===== src/rtl/dmp_pkg.sv =====
`timescale 1ns/1ps
package dmp_pkg;
  typedef logic [2:0] js_t;
  // Johnson ring sequence: 001 -> 011 -> 111 -> 110 -> 100
  localparam js_t JS_LAST   = 3'b100;
  localparam js_t JS_ENTRY5 = 3'b001;
  localparam js_t JS_ENTRY4 = 3'b011;
endpackage


===== src/rtl/dmp_prescaler.sv =====
`timescale 1ns/1ps
module dmp_prescaler
  import dmp_pkg::*;
(
  input  logic clk,
  input  logic rst_n,
  input  logic mod5_nxt,
  output logic tick
);
  js_t js_q, js_d;

  assign tick = (js_q == JS_LAST);

  always_comb begin
    if (tick) js_d = mod5_nxt ? JS_ENTRY5 : JS_ENTRY4;
    else      js_d = {js_q[1:0], ~js_q[2]};
  end

  always_ff @(posedge clk or negedge rst_n) begin
    if (!rst_n) js_q <= JS_LAST;
    else        js_q <= js_d;
  end
endmodule


===== src/rtl/dmp_count_a.sv =====
`timescale 1ns/1ps
module dmp_count_a #(
  parameter int unsigned A_BITS = 6
) (
  input  logic              clk,
  input  logic              rst_n,
  input  logic              tick,
  input  logic [A_BITS-1:0] da,
  output logic              term
);
  localparam int unsigned CW = A_BITS + 1;
  localparam logic [CW-1:0] FULL = CW'(2 ** A_BITS);
  localparam logic [CW-1:0] ONE  = CW'(1);

  logic [CW-1:0] a_q, a_d, na;

  assign na   = (da == '0) ? FULL : (FULL - CW'(da));
  assign term = tick && (a_q == ONE);

  always_comb begin
    a_d = a_q;
    if (term)      a_d = na;
    else if (tick) a_d = a_q - ONE;
  end

  always_ff @(posedge clk or negedge rst_n) begin
    if (!rst_n) a_q <= ONE;
    else        a_q <= a_d;
  end
endmodule


===== src/rtl/dmp_swallow_b.sv =====
`timescale 1ns/1ps
module dmp_swallow_b #(
  parameter int unsigned B_BITS = 2
) (
  input  logic              clk,
  input  logic              rst_n,
  input  logic              tick,
  input  logic              term,
  input  logic [B_BITS-1:0] db,
  output logic              mod5_nxt
);
  logic [B_BITS-1:0] b_q, b_d;

  always_comb begin
    b_d = b_q;
    if (term)                   b_d = db;
    else if (tick && b_q != '0) b_d = b_q - B_BITS'(1);
  end

  assign mod5_nxt = (b_d != '0);

  always_ff @(posedge clk or negedge rst_n) begin
    if (!rst_n) b_q <= '0;
    else        b_q <= b_d;
  end
endmodule


===== src/rtl/dmp_pulse_gen.sv =====
`timescale 1ns/1ps
module dmp_pulse_gen #(
  parameter int unsigned PULSE_CYCLES = 8
) (
  input  logic clk,
  input  logic rst_n,
  input  logic term,
  output logic pulse_out
);
  localparam int unsigned PW = (PULSE_CYCLES > 1) ? $clog2(PULSE_CYCLES) : 1;

  logic          armed_q, armed_d;
  logic          pls_q, pls_d;
  logic [PW-1:0] pc_q, pc_d;

  always_comb begin
    armed_d = armed_q;
    pls_d   = pls_q;
    pc_d    = pc_q;
    if (term) armed_d = 1'b1;
    if (term && armed_q) begin
      pls_d = 1'b1;
      pc_d  = PW'(PULSE_CYCLES - 1);
    end else if (pls_q) begin
      if (pc_q == '0) pls_d = 1'b0;
      else            pc_d  = pc_q - PW'(1);
    end
  end

  always_ff @(posedge clk or negedge rst_n) begin
    if (!rst_n) begin
      armed_q <= 1'b0;
      pls_q   <= 1'b0;
      pc_q    <= '0;
    end else begin
      armed_q <= armed_d;
      pls_q   <= pls_d;
      pc_q    <= pc_d;
    end
  end

  assign pulse_out = pls_q;
endmodule


===== src/rtl/dmp_divider.sv =====
`timescale 1ns/1ps
module dmp_divider #(
  parameter int unsigned A_BITS       = 6,
  parameter int unsigned B_BITS       = 2,
  parameter int unsigned PULSE_CYCLES = 8
) (
  input  logic                     clk,
  input  logic                     rst_n,
  input  logic [A_BITS+B_BITS-1:0] div_word,
  output logic                     pulse_out
);
  logic ps_tick, a_term, mod5_nxt;

  dmp_prescaler u_pre (
    .clk(clk), .rst_n(rst_n), .mod5_nxt(mod5_nxt), .tick(ps_tick)
  );

  dmp_count_a #(.A_BITS(A_BITS)) u_cnt_a (
    .clk(clk), .rst_n(rst_n), .tick(ps_tick),
    .da(div_word[A_BITS+B_BITS-1:B_BITS]), .term(a_term)
  );

  dmp_swallow_b #(.B_BITS(B_BITS)) u_cnt_b (
    .clk(clk), .rst_n(rst_n), .tick(ps_tick), .term(a_term),
    .db(div_word[B_BITS-1:0]), .mod5_nxt(mod5_nxt)
  );

  dmp_pulse_gen #(.PULSE_CYCLES(PULSE_CYCLES)) u_pulse (
    .clk(clk), .rst_n(rst_n), .term(a_term), .pulse_out(pulse_out)
  );
endmodule


===== config.mk =====
export PLATFORM = sky130hd
export DESIGN_NAME = dmp_divider
export DESIGN_NICKNAME = d
export VERILOG_FILES = /design/src/rtl/dmp_pkg.sv /design/src/rtl/dmp_prescaler.sv /design/src/rtl/dmp_count_a.sv /design/src/rtl/dmp_swallow_b.sv /design/src/rtl/dmp_pulse_gen.sv /design/src/rtl/dmp_divider.sv
export SDC_FILE = /design/constraint.sdc
export NUM_CORES = 1
export LEC_CHECK = 0
export ABC_CLOCK_PERIOD_IN_PS = 5030
export BUFFER_PORTS_ARGS = -buffer_cell sky130_fd_sc_hd__buf_2
export CAP_MARGIN = 5
export CORE_MARGIN = 2
export CORE_UTILIZATION = 30
export CTS_CLUSTER_SIZE = 16
export DETAILED_ROUTE_END_ITERATION = 6
export PLACE_DENSITY = 0.56
export RECOVER_POWER = 100
export SYNTH_ARGS = -nofsm -noshare
export SYNTH_HDL_FRONTEND = slang
export SYNTH_SLANG_ARGS = --single-unit

===== constraint.sdc =====
create_clock -name clk -period 5.03 [get_ports clk]
set_input_delay 0.2515 -clock clk [delete_from_list [all_inputs] [get_ports clk]]
set_output_delay 0.2515 -clock clk [all_outputs]
set_load 0.05 [all_outputs]

==> summary.txt, run 1 <==
Routing
  – Vias: 802
  – Met3 wire len: 41 um
  – Max Used Layer: met4
  – Met1 WL: 975 um
  – First-pass detailed-route iteration total: 4
  – Antenna Nets Post-Route: 0
  – Drt initial violations: 19
  – Met2 WL: 925 um
  – Vias/cell: 4.83
  – Routed wire per std cell: 11.8 um
  – DRC viols: 0
  – WL final: 1960 um

STA
  – Worst-margin pin slew: 0.946 ns
  – Final setup vio count: 0
  – Final Skew: 0.00809 ns
  – Unrepaired setup endpoints after global routing: false
  – Fin Setup TNS: 0 ns
  – Final-report hold violation count: 0
  – Max Slew Vio Count: 0
  – Final min period: 2.34 ns
  – FMAX: 427 MHz
  – Slew HR: 37.0%
  – Crit share post-route: 46.5%

Synthesis
  – Synth async-reset ratio: 100%
  – Synth Instances: 108
  – Post-synthesis cell area: 1040 sq um
  – Syn Area/Cell: 9.59 sq um
  – Syn. warnings: 0
  – Ys flop type: dfrtp_1
  – EDFF count, synth: 0
  – Fraction of the yosys area taken by sequential cells: 41.3%
  – Synth cell types: 44
  – Post-Syn Nets: 124
  – Post-synthesis register bit count: 17

Die
  – Rows: 21
  – Die X: 62.8 um
  – Die area: 3940 sq um
  – Total core area: 3340 sq um
  – Die H: 62.8 um
  – # IOs: 11
  – Initial core utilization: 31.0%

Global route
  – Pin count of the biggest net entering global routing: 18
  – First-pass GRT wire length: 3640 um
  – Antenna violations before repair: 0
  – Vias in the first global route: 822
  – Total gr overflow: 0
  – GRT Overall Usage: 11.4%

Worst setup path
  – Critical path type: reg2reg
  – Setup crit end kind: register
  – Critical Path RT: 5.25 ns
  – Worst reg2reg path depth: 4
  – Max FO, Critical Path: 8
  – Crit path arrival time: 2.56 ns
  – CP Launch Type: register

Finish
  – Synthesis-to-finish area growth: 10.9%
  – Non-Filler Instances: 166
  – Antenna fix cells: 0
  – Share of cells above drive strength 1: 11.7%
  – Most frequent cells in the layout: dfrtp_1 (15), inv_1 (10), nand2_1 (10)
  – Nets@finish: 137
  – Commonest non-fill, non-tap cell in the layout: dfrtp_1
  – Filler cells: 364

CTS
  – Post-CTS Setup Repair Bufs: 0
  – Clock transition at path regs: 0.11 ns
  – CTS tree: done
  – Hold Buf Count CTS: 1
  – TritonCTS Buffers: 3
  – H-Tree Depth: 1
  – Clock sink total: 17
  – CTS Buffer Depth: 2
  – Clk root buf: clkbuf_4
  – Clk Latency, worst-skew pair: 0.29 ns
  – Post-CTS Resized: 0

Placement
  – Placed wire-length estimate: 1530 um
  – IO Port Bufs: 10
  – Final GP Congestion: 0.711
  – Placed cell count: 161

Run
  – Max-cap violations: 0

Worst hold path
  – Hold crit path type: in2reg
  – Hold Path Depth: 2

Pwr
  – Power, Total: 0.000524 W
  – PD cells: 456 nW/um^2
  – Static Leakage: 0.492 nW
  – Worst VDD drop: 0.116 mV

Run status
  – Status: finished, final reports clean
[cell families after synthesis]
group                      share of synthesized area [%]
AOI/OAI and AO/OA                                   19.3
xor gates and xnor gates                            5.07
adders and majority gates                           7.25
buffers and inverters                               5.43
DFF                                                 41.3
muxes                                               2.05
and+or+nand+nor                                     19.6
[where the power goes]
group / switching (W) / internal, W / leakage (nW)
Clock: 0.0000440 / 0.0000308 / 0.0150
Combinational: 0.000111 / 0.0000909 / 0.268
Sequential: 0.0000545 / 0.000193 / 0.209
Total: 0.000210 / 0.000314 / 0.492
[per-stage QoR]
| step | setup WS [ns] | hold slack, ns | instance area [sq um] | util [%] |
|---|---|---|---|---|
| after floorplan | 3.35 | -0.0441 | 1040 | - |
| after global placement | 3.22 | 0.191 | 1120 | 33.7 |
| after detailed placement | 3.13 | 0.196 | 1120 | 33.7 |
| after CTS | 3.11 | 0.230 | 1160 | 34.8 |
| after global routing | 2.42 | 0.230 | 1150 | 34.4 |
| final | 2.69 | 0.226 | 1150 | 34.4 |
[routing by layer]
layer	track usage, %	up-vias
met1	16.0	390
met2	17.7	4
met4	3.33	0
li1	-	406
met3	2.16	2
met5	0	-
[synth_stat cells, drive strengths merged (2+ instances only)]
cell type	count	area, sq um
a21oi	9	45.0
nor4	2	27.5
nand3b	2	15.0
nor3	3	15.0
and3	2	12.5
or3	2	17.5
xnor2	3	26.3
dfstp	2	52.6
o211ai	2	15.0
nor3b	2	20.0
dfrtp	15	375
nand3	2	15.0
o21ai	6	30.0
a211oi	2	15.0
nand2	10	37.5
a31oi	2	12.5
o21bai	2	18.8
xor2	3	26.3
inv	10	37.5
ha	6	75.1
nor2	4	15.0
[worst paths after layout]
path / start / end / slack (ns)
max in group asynchronous: rst_n / u_pre.js_q[0] / 3.84
max: u_pre.js_q[2] / u_pre.js_q[1] / 2.69
min in group asynchronous: rst_n / u_pulse.pc_q[2] / 0.61
max reg2reg: u_pre.js_q[2] / u_pre.js_q[1] / 2.69
min: div_word[1] / u_cnt_b.b_q[1] / 0.23
min reg2reg: u_pre.js_q[1] / u_pre.js_q[2] / 0.44
[flip-flops by register name (all words and copies together) (netlist names)]
name	flops
u_pulse.armed_q	1
u_pulse.pc_q	3
u_cnt_b.b_q	2
u_pulse.pulse_out	1
u_cnt_a.a_q	7
u_pre.js_q	3
[final cells by class]
class                   count  area [sq um]  share of cell area, %
clock buffers               4          26.3                   2.29
inverters                  10          37.5                   3.27
multi-input cells          78           542                   47.2
flip-flops and latches     17           428                   37.3
well taps                  46          57.6                   5.01
repair buffers             11          57.6                   5.01
[critical path, cell delays in order, from the launching register on]
cell and delay [ns]:
dfstp_1 0.57, nor3b_1 0.64, nand3_1 0.46, mux2_1 0.46
o21bai_2 0.13
No activity file was read; power rests on OpenSTA's default activity.
==> run 2: changes to the inputs <==
--- a/config.mk
+++ b/config.mk
@@ -5,14 +5,14 @@
 export SDC_FILE = /design/constraint.sdc
 export NUM_CORES = 1
 export LEC_CHECK = 0
-export ABC_CLOCK_PERIOD_IN_PS = 5030
+export ABC_CLOCK_PERIOD_IN_PS = 2040
 export BUFFER_PORTS_ARGS = -buffer_cell sky130_fd_sc_hd__buf_2
 export CAP_MARGIN = 5
 export CORE_MARGIN = 2
 export CORE_UTILIZATION = 30
 export CTS_CLUSTER_SIZE = 16
 export DETAILED_ROUTE_END_ITERATION = 6
-export PLACE_DENSITY = 0.56
+export PLACE_DENSITY = 0.58
 export RECOVER_POWER = 100
 export SYNTH_ARGS = -nofsm -noshare
 export SYNTH_HDL_FRONTEND = slang
==> constraint.sdc (replaced) <==
create_clock -name clk -period 2.04 [get_ports clk]
set_input_delay 0.102 -clock clk [delete_from_list [all_inputs] [get_ports clk]]
set_output_delay 0.102 -clock clk [all_outputs]
set_load 0.05 [all_outputs]
==> run 2 against run 1 <==
  * Clock skew up 0.0049 ns
  * Total power increased to 2.5 times the previous value
  * Non-clock buffer count grew 3
  * First-iteration DRC count is 110% higher
  * Core utilization increased by 0.75 points
  * Clock power is 140% higher
  * Cell count grew 1.8%
==> summary.txt, run 2 (synthesis gave the netlist of run 1 again) <==
Run status
  – Status: finished, final reports clean

CTS
  – Clk root buf: clkbuf_4
  – CTS tree: done
  – Clock transition at path regs: 0.11 ns
  – Hold Buf Count CTS: 1
  – Post-CTS Setup Repair Bufs: 0
  – Clock sink total: 17
  – TritonCTS Buffers: 3
  – Clk Latency, worst-skew pair: 0.29 ns
  – CTS Buffer Depth: 2
  – H-Tree Depth: 1
  – Post-CTS Resized: 0

Finish
  – Filler cells: 368
  – Nets@finish: 140
  – Share of cells above drive strength 1: 16.3%
  – Most frequent cells in the layout: dfrtp_1 (15), inv_1 (10), nand2_1 (10)
  – Commonest non-fill, non-tap cell in the layout: dfrtp_1
  – Largest register FFs: 7
  – Largest regs: u_cnt_a.a_q (7), u_pre.js_q (3), u_pulse.pc_q (3)
  – Antenna fix cells: 0
  – Synthesis-to-finish area growth: 13.3%
  – Largest Register: u_cnt_a.a_q

Worst setup path
  – RR Startpoint: u_cnt_a.a_q[0]
  – Slowest CP cell: dfstp_2
  – Crit path arrival time: 1.96 ns
  – Max FO, Critical Path: 7
  – Setup crit end kind: register
  – CP cell instances: ha_1 -> nor2b_1 -> and3_1 -> nor4_1 -> a211oi_1
  – CP Launch Type: register
  – Critical path type: reg2reg
  – Crit-path max cell delay: 0.57 ns
  – Critical Path RT: 2.25 ns
  – Top Family by Delay on Critical Path: simple AND/OR/NAND/NOR gates
  – Buf+Inv Stages, Crit Path: 0
  – CP startpoint: u_cnt_a.a_q[0]

STA
  – Final-report hold violation count: 0
  – Slew HR: 35.8%
  – Final Skew: 0.0130 ns
  – Fin Setup TNS: 0 ns
  – Max Slew Vio Count: 0
  – FMAX: 572 MHz
  – Final min period: 1.75 ns
  – Final setup vio count: 0
  – Worst-margin pin slew: 0.963 ns
  – Unrepaired setup endpoints after global routing: false
  – Crit share post-route: 85.7%
  – Hold_ws: 0.0944 ns

Global route
  – Met2 Usage GRT: 19.2%
  – Met3 Use GR: 1.62%
  – Total gr overflow: 0
  – GRT Overall Usage: 11.8%
  – Pin count of the biggest net entering global routing: 18
  – Antenna violations before repair: 0
  – Most used routing layer: met2
  – First-pass GRT wire length: 3730 um
  – Vias in the first global route: 875
  – Routing usage on met1: 14.5%

Routing
  – Vias: 825
  – Drt initial violations: 40
  – Routed wire per std cell: 12.0 um
  – DRC viols: 0
  – WL final: 2030 um
  – Vias/cell: 4.88
  – First-pass detailed-route iteration total: 4
  – Antenna Nets Post-Route: 0

Placement
  – Final GP Congestion: 0.770
  – Placed wire-length estimate: 1570 um
  – IO Port Bufs: 10

Die
  – Die H: 62.8 um
  – Rows: 21
  – Total core area: 3340 sq um
  – Die X: 62.8 um
  – # IOs: 11
  – Initial core utilization: 31.0%
  – Die area: 3940 sq um

Run
  – Max-cap violations: 0

Pwr
  – PD cells: 1130 nW/um^2
  – Worst VDD drop: 0.309 mV
  – Static Leakage: 0.508 nW

Worst hold path
  – Beginning of the worst hold path: div_word[1]
  – Hold crit path type: in2reg
## run 2: cell types whose count changed in the layout (fill, tap and decap cells not counted), sizes merged
cell and delta:
buf +2, clkinv +1
## run 2: per-layer routing
| metal | wire length [um] | up-vias |
|---|---|---|
| met1 | 971 | 402 |
| met4 | 30 | 0 |
| met5 | 0 | - |
| met3 | 20 | 2 |
| li1 | - | 414 |
| met2 | 1010 | 7 |
## run 2: power breakdown
group / switching (W) / total (W) / internal (W)
combinational: 0.000286 / 0.000534 / 0.000248
sequential: 0.000134 / 0.000612 / 0.000478
clock: 0.000109 / 0.000181 / 0.0000728
total: 0.000529 / 0.00133 / 0.000799
## run 2: path summary, 6_finish.rpt
kind / endpoint / slack, ns / depth (start not counted)
max in group asynchronous: u_pulse.armed_q / 0.98 / 2
hold / removal: u_cnt_b.b_q[1] / 0.09 / 2
setup / recovery: u_cnt_a.a_q[3] / 0.29 / 5
min in group asynchronous: u_pulse.pulse_out / 0.46 / 2
hold reg to reg: u_pulse.armed_q / 0.47 / 1
setup reg to reg: u_cnt_a.a_q[3] / 0.29 / 5
## run 2: worst reg2reg max path: cells and delay by family (launching register included)
kind	cells	cell delay (ns)
flops	1	0.57
simple gates	3	0.70
compound gates	1	0.21
fa+ha+maj	1	0.19
## run 2: area by class of cell
type / count / area [sq um] / share of cell area (%)
sequential: 17 / 428 / 36.5
multi-input combinational: 78 / 547 / 46.6
inverter: 10 / 37.5 / 3.20
timing repair buffer: 14 / 76.3 / 6.50
clock inverter: 1 / 5.00 / 0.426
tap: 46 / 57.6 / 4.90
clock buffer: 3 / 22.5 / 1.92
## run 2: per-stage QoR
step | power [W] | std cells | cell area [sq um] | utilization [%] | setup WS [ns]
after floorplan | 0.00102 | 108 | 1040 | - | 0.358
after global placement | 0.00115 | 164 | 1150 | 34.4 | 0.385
after detailed placement | 0.00118 | 164 | 1150 | 34.4 | 0.321
after CTS | 0.00136 | 169 | 1180 | 35.5 | 0.293
after global routing | 0.00146 | 169 | 1170 | 35.2 | 0.0955
final | 0.00133 | 169 | 1170 | 35.2 | 0.291
==> run 3: changes to the inputs <==
--- a/config.mk
+++ b/config.mk
@@ -9,11 +9,12 @@
 export BUFFER_PORTS_ARGS = -buffer_cell sky130_fd_sc_hd__buf_2
 export CAP_MARGIN = 5
 export CORE_MARGIN = 2
-export CORE_UTILIZATION = 30
+export CORE_UTILIZATION = 51
 export CTS_CLUSTER_SIZE = 16
 export DETAILED_ROUTE_END_ITERATION = 6
-export PLACE_DENSITY = 0.58
+export PLACE_DENSITY = 0.83
 export RECOVER_POWER = 100
 export SYNTH_ARGS = -nofsm -noshare
 export SYNTH_HDL_FRONTEND = slang
 export SYNTH_SLANG_ARGS = --single-unit
+export TNS_END_PERCENT = 20
==> run 3 against run 2 <==
  * Clock power hardly changed
  * Hold slack worse by 0.027 ns
  * Design area is 2.3% lower
  * Largest power group unchanged
  * Highest routed layer unchanged
==> summary.txt, run 3 (synthesis gave the netlist of run 1 again) <==
Run status
  – Status: finished, final reports clean

Global route
  – Total gr overflow: 0
  – Pin count of the biggest net entering global routing: 18
  – First-pass GRT wire length: 3550 um
  – Vias in the first global route: 824
  – Antenna violations before repair: 0
  – GRT Overall Usage: 19.3%

STA
  – Final-report hold violation count: 0
  – Setup WS post-layout: 0.195 ns
  – Final setup vio count: 0
  – Unrepaired setup endpoints after global routing: false
  – Crit share post-route: 90.4%
  – Final Skew: 0.00510 ns
  – Final min period: 1.84 ns
  – Worst-margin pin slew: 0.878 ns
  – Max Slew Vio Count: 0
  – Slew HR: 41.5%
  – FMAX: 542 MHz
  – Fin Setup TNS: 0 ns

Placement
  – IO Port Bufs: 10
  – Placed wire-length estimate: 1510 um
  – Dpl cell area: 1120 sq um
  – Final GP Congestion: 0.774
  – Place WS: 0.136 ns

CTS
  – TritonCTS Buffers: 3
  – Clock transition at path regs: 0.10 ns
  – H-Tree Depth: 1
  – Clk root buf: clkbuf_4
  – CTS tree: done
  – Clock sink total: 17
  – CTS Buffer Depth: 2
  – Post-CTS Setup Repair Bufs: 0
  – Clk Latency, worst-skew pair: 0.29 ns

Routing
  – DRC viols: 0
  – Vias/cell: 5.46
  – WL final: 1960 um
  – First-pass detailed-route iteration total: 4
  – Drt initial violations: 11
  – Vias: 813
  – Routed wire per std cell: 13.2 um
  – Antenna Nets Post-Route: 0

Pwr
  – Static Leakage: 0.504 nW
  – Combinational share of power: 40.5%
  – Int Power: 0.000807 W
  – Switching share of power: 39.5%
  – P_sw: 0.000527 W
  – Clock share of power: 13.7%
  – PD cells: 1160 nW/um^2
  – Seq pwr share: 45.9%
  – Power, Total: 0.00133 W
  – Worst VDD drop: 0.763 mV

Finish
  – Most frequent cells in the layout: dfrtp_1 (15), inv_1 (10), nand2_1 (10)
  – Util after Layout: 59.0%
  – Largest Register: u_cnt_a.a_q
  – Share of cells above drive strength 1: 15.6%
  – Synthesis-to-finish area growth: 10.6%
  – Antenna fix cells: 0
  – Largest register FFs: 7
  – Largest regs: u_cnt_a.a_q (7), u_pre.js_q (3), u_pulse.pc_q (3)
  – Commonest non-fill, non-tap cell in the layout: dfrtp_1
  – Final Instance Area: 1150 sq um
  – Nets@finish: 139

Worst setup path
  – Critical path type: reg2reg
  – Crit path arrival time: 2.03 ns
  – Max FO, Critical Path: 8
  – CP Launch Type: register
  – Critical Path RT: 2.23 ns
  – Setup crit end kind: register

Die
  – Total core area: 1940 sq um
  – Rows: 16
  – Die area: 2410 sq um
  – Die H: 49.1 um
  – # IOs: 11
  – Die X: 49.1 um
  – Initial core utilization: 53.4%

Run
  – Max-cap violations: 0

Worst hold path
  – Hold crit path type: in2reg
## run 3: changes by cell type in the layout (fill, tap and decap cells not counted), sizes merged
cell	previous run	this run
clkinv	1	0
## run 3: per-stage QoR
stage	instances	hold WS, ns
finish	149	0.0670
global route	149	0.0655
CTS	149	0.0642
detailed placement	144	0.0414
global placement	144	0.0464
floorplan	108	-0.194
## run 3: path summary, 6_finish.rpt
| kind | depth (start not counted) | to | startpoint | slack [ns] |
|---|---|---|---|---|
| max | 5 | u_cnt_a.a_q[3] | u_cnt_a.a_q[0] | 0.20 |
| min | 2 | u_cnt_b.b_q[1] | div_word[1] | 0.07 |
| max reg2reg | 5 | u_cnt_a.a_q[3] | u_cnt_a.a_q[0] | 0.20 |
| min reg2reg | 0 | u_pre.js_q[2] | u_pre.js_q[1] | 0.46 |
| max in group asynchronous | 2 | u_pulse.pc_q[2] | rst_n | 1.07 |
| min in group asynchronous | 2 | u_cnt_b.b_q[1] | rst_n | 0.43 |
## run 3: worst max-delay path, stage by stage (launching register included)
cell	delay [ns]
dfstp_1	0.56
ha_1	0.19
nor2b_1	0.20
nand3_1	0.26
a21o_1	0.24
a211oi_1	0.28
## run 3: power groups by stage
| stage | Clock, W | Combinational [W] | Sequential [W] |
|---|---|---|---|
| after floorplan | 0 | 0.000427 | 0.000590 |
| final | 0.000182 | 0.000540 | 0.000612 |
| after global routing | 0.000202 | 0.000618 | 0.000633 |
| after CTS | 0.000190 | 0.000553 | 0.000616 |
| after global placement | 0 | 0.000521 | 0.000615 |
| after detailed placement | 0 | 0.000545 | 0.000620 |
## run 3: area by class of cell
cell class	count	area, sq um
inverter	10	37.5
multi-input combinational	78	548
fill	192	796
clock buffer	4	26.3
timing repair buffer	13	72.6
tap	27	33.8
sequential	17	428
## run 3: metal layers
metal | global-route usage (%) | share of wire (%) | up-vias
met5 | 0 | 0 | -
met4 | 5.71 | 1.3 | 0
met3 | 6.75 | 3.4 | 5
met2 | 31.5 | 48 | 12
met1 | 24.0 | 47 | 382
li1 | - | - | 414
## run 3: timing repair
action,4_1_cts,5_1_grt
endpoints found under the setup margin,0,1
hold buffers,1,0
endpoints found under the hold margin,15,0
gates resized for setup,0,1
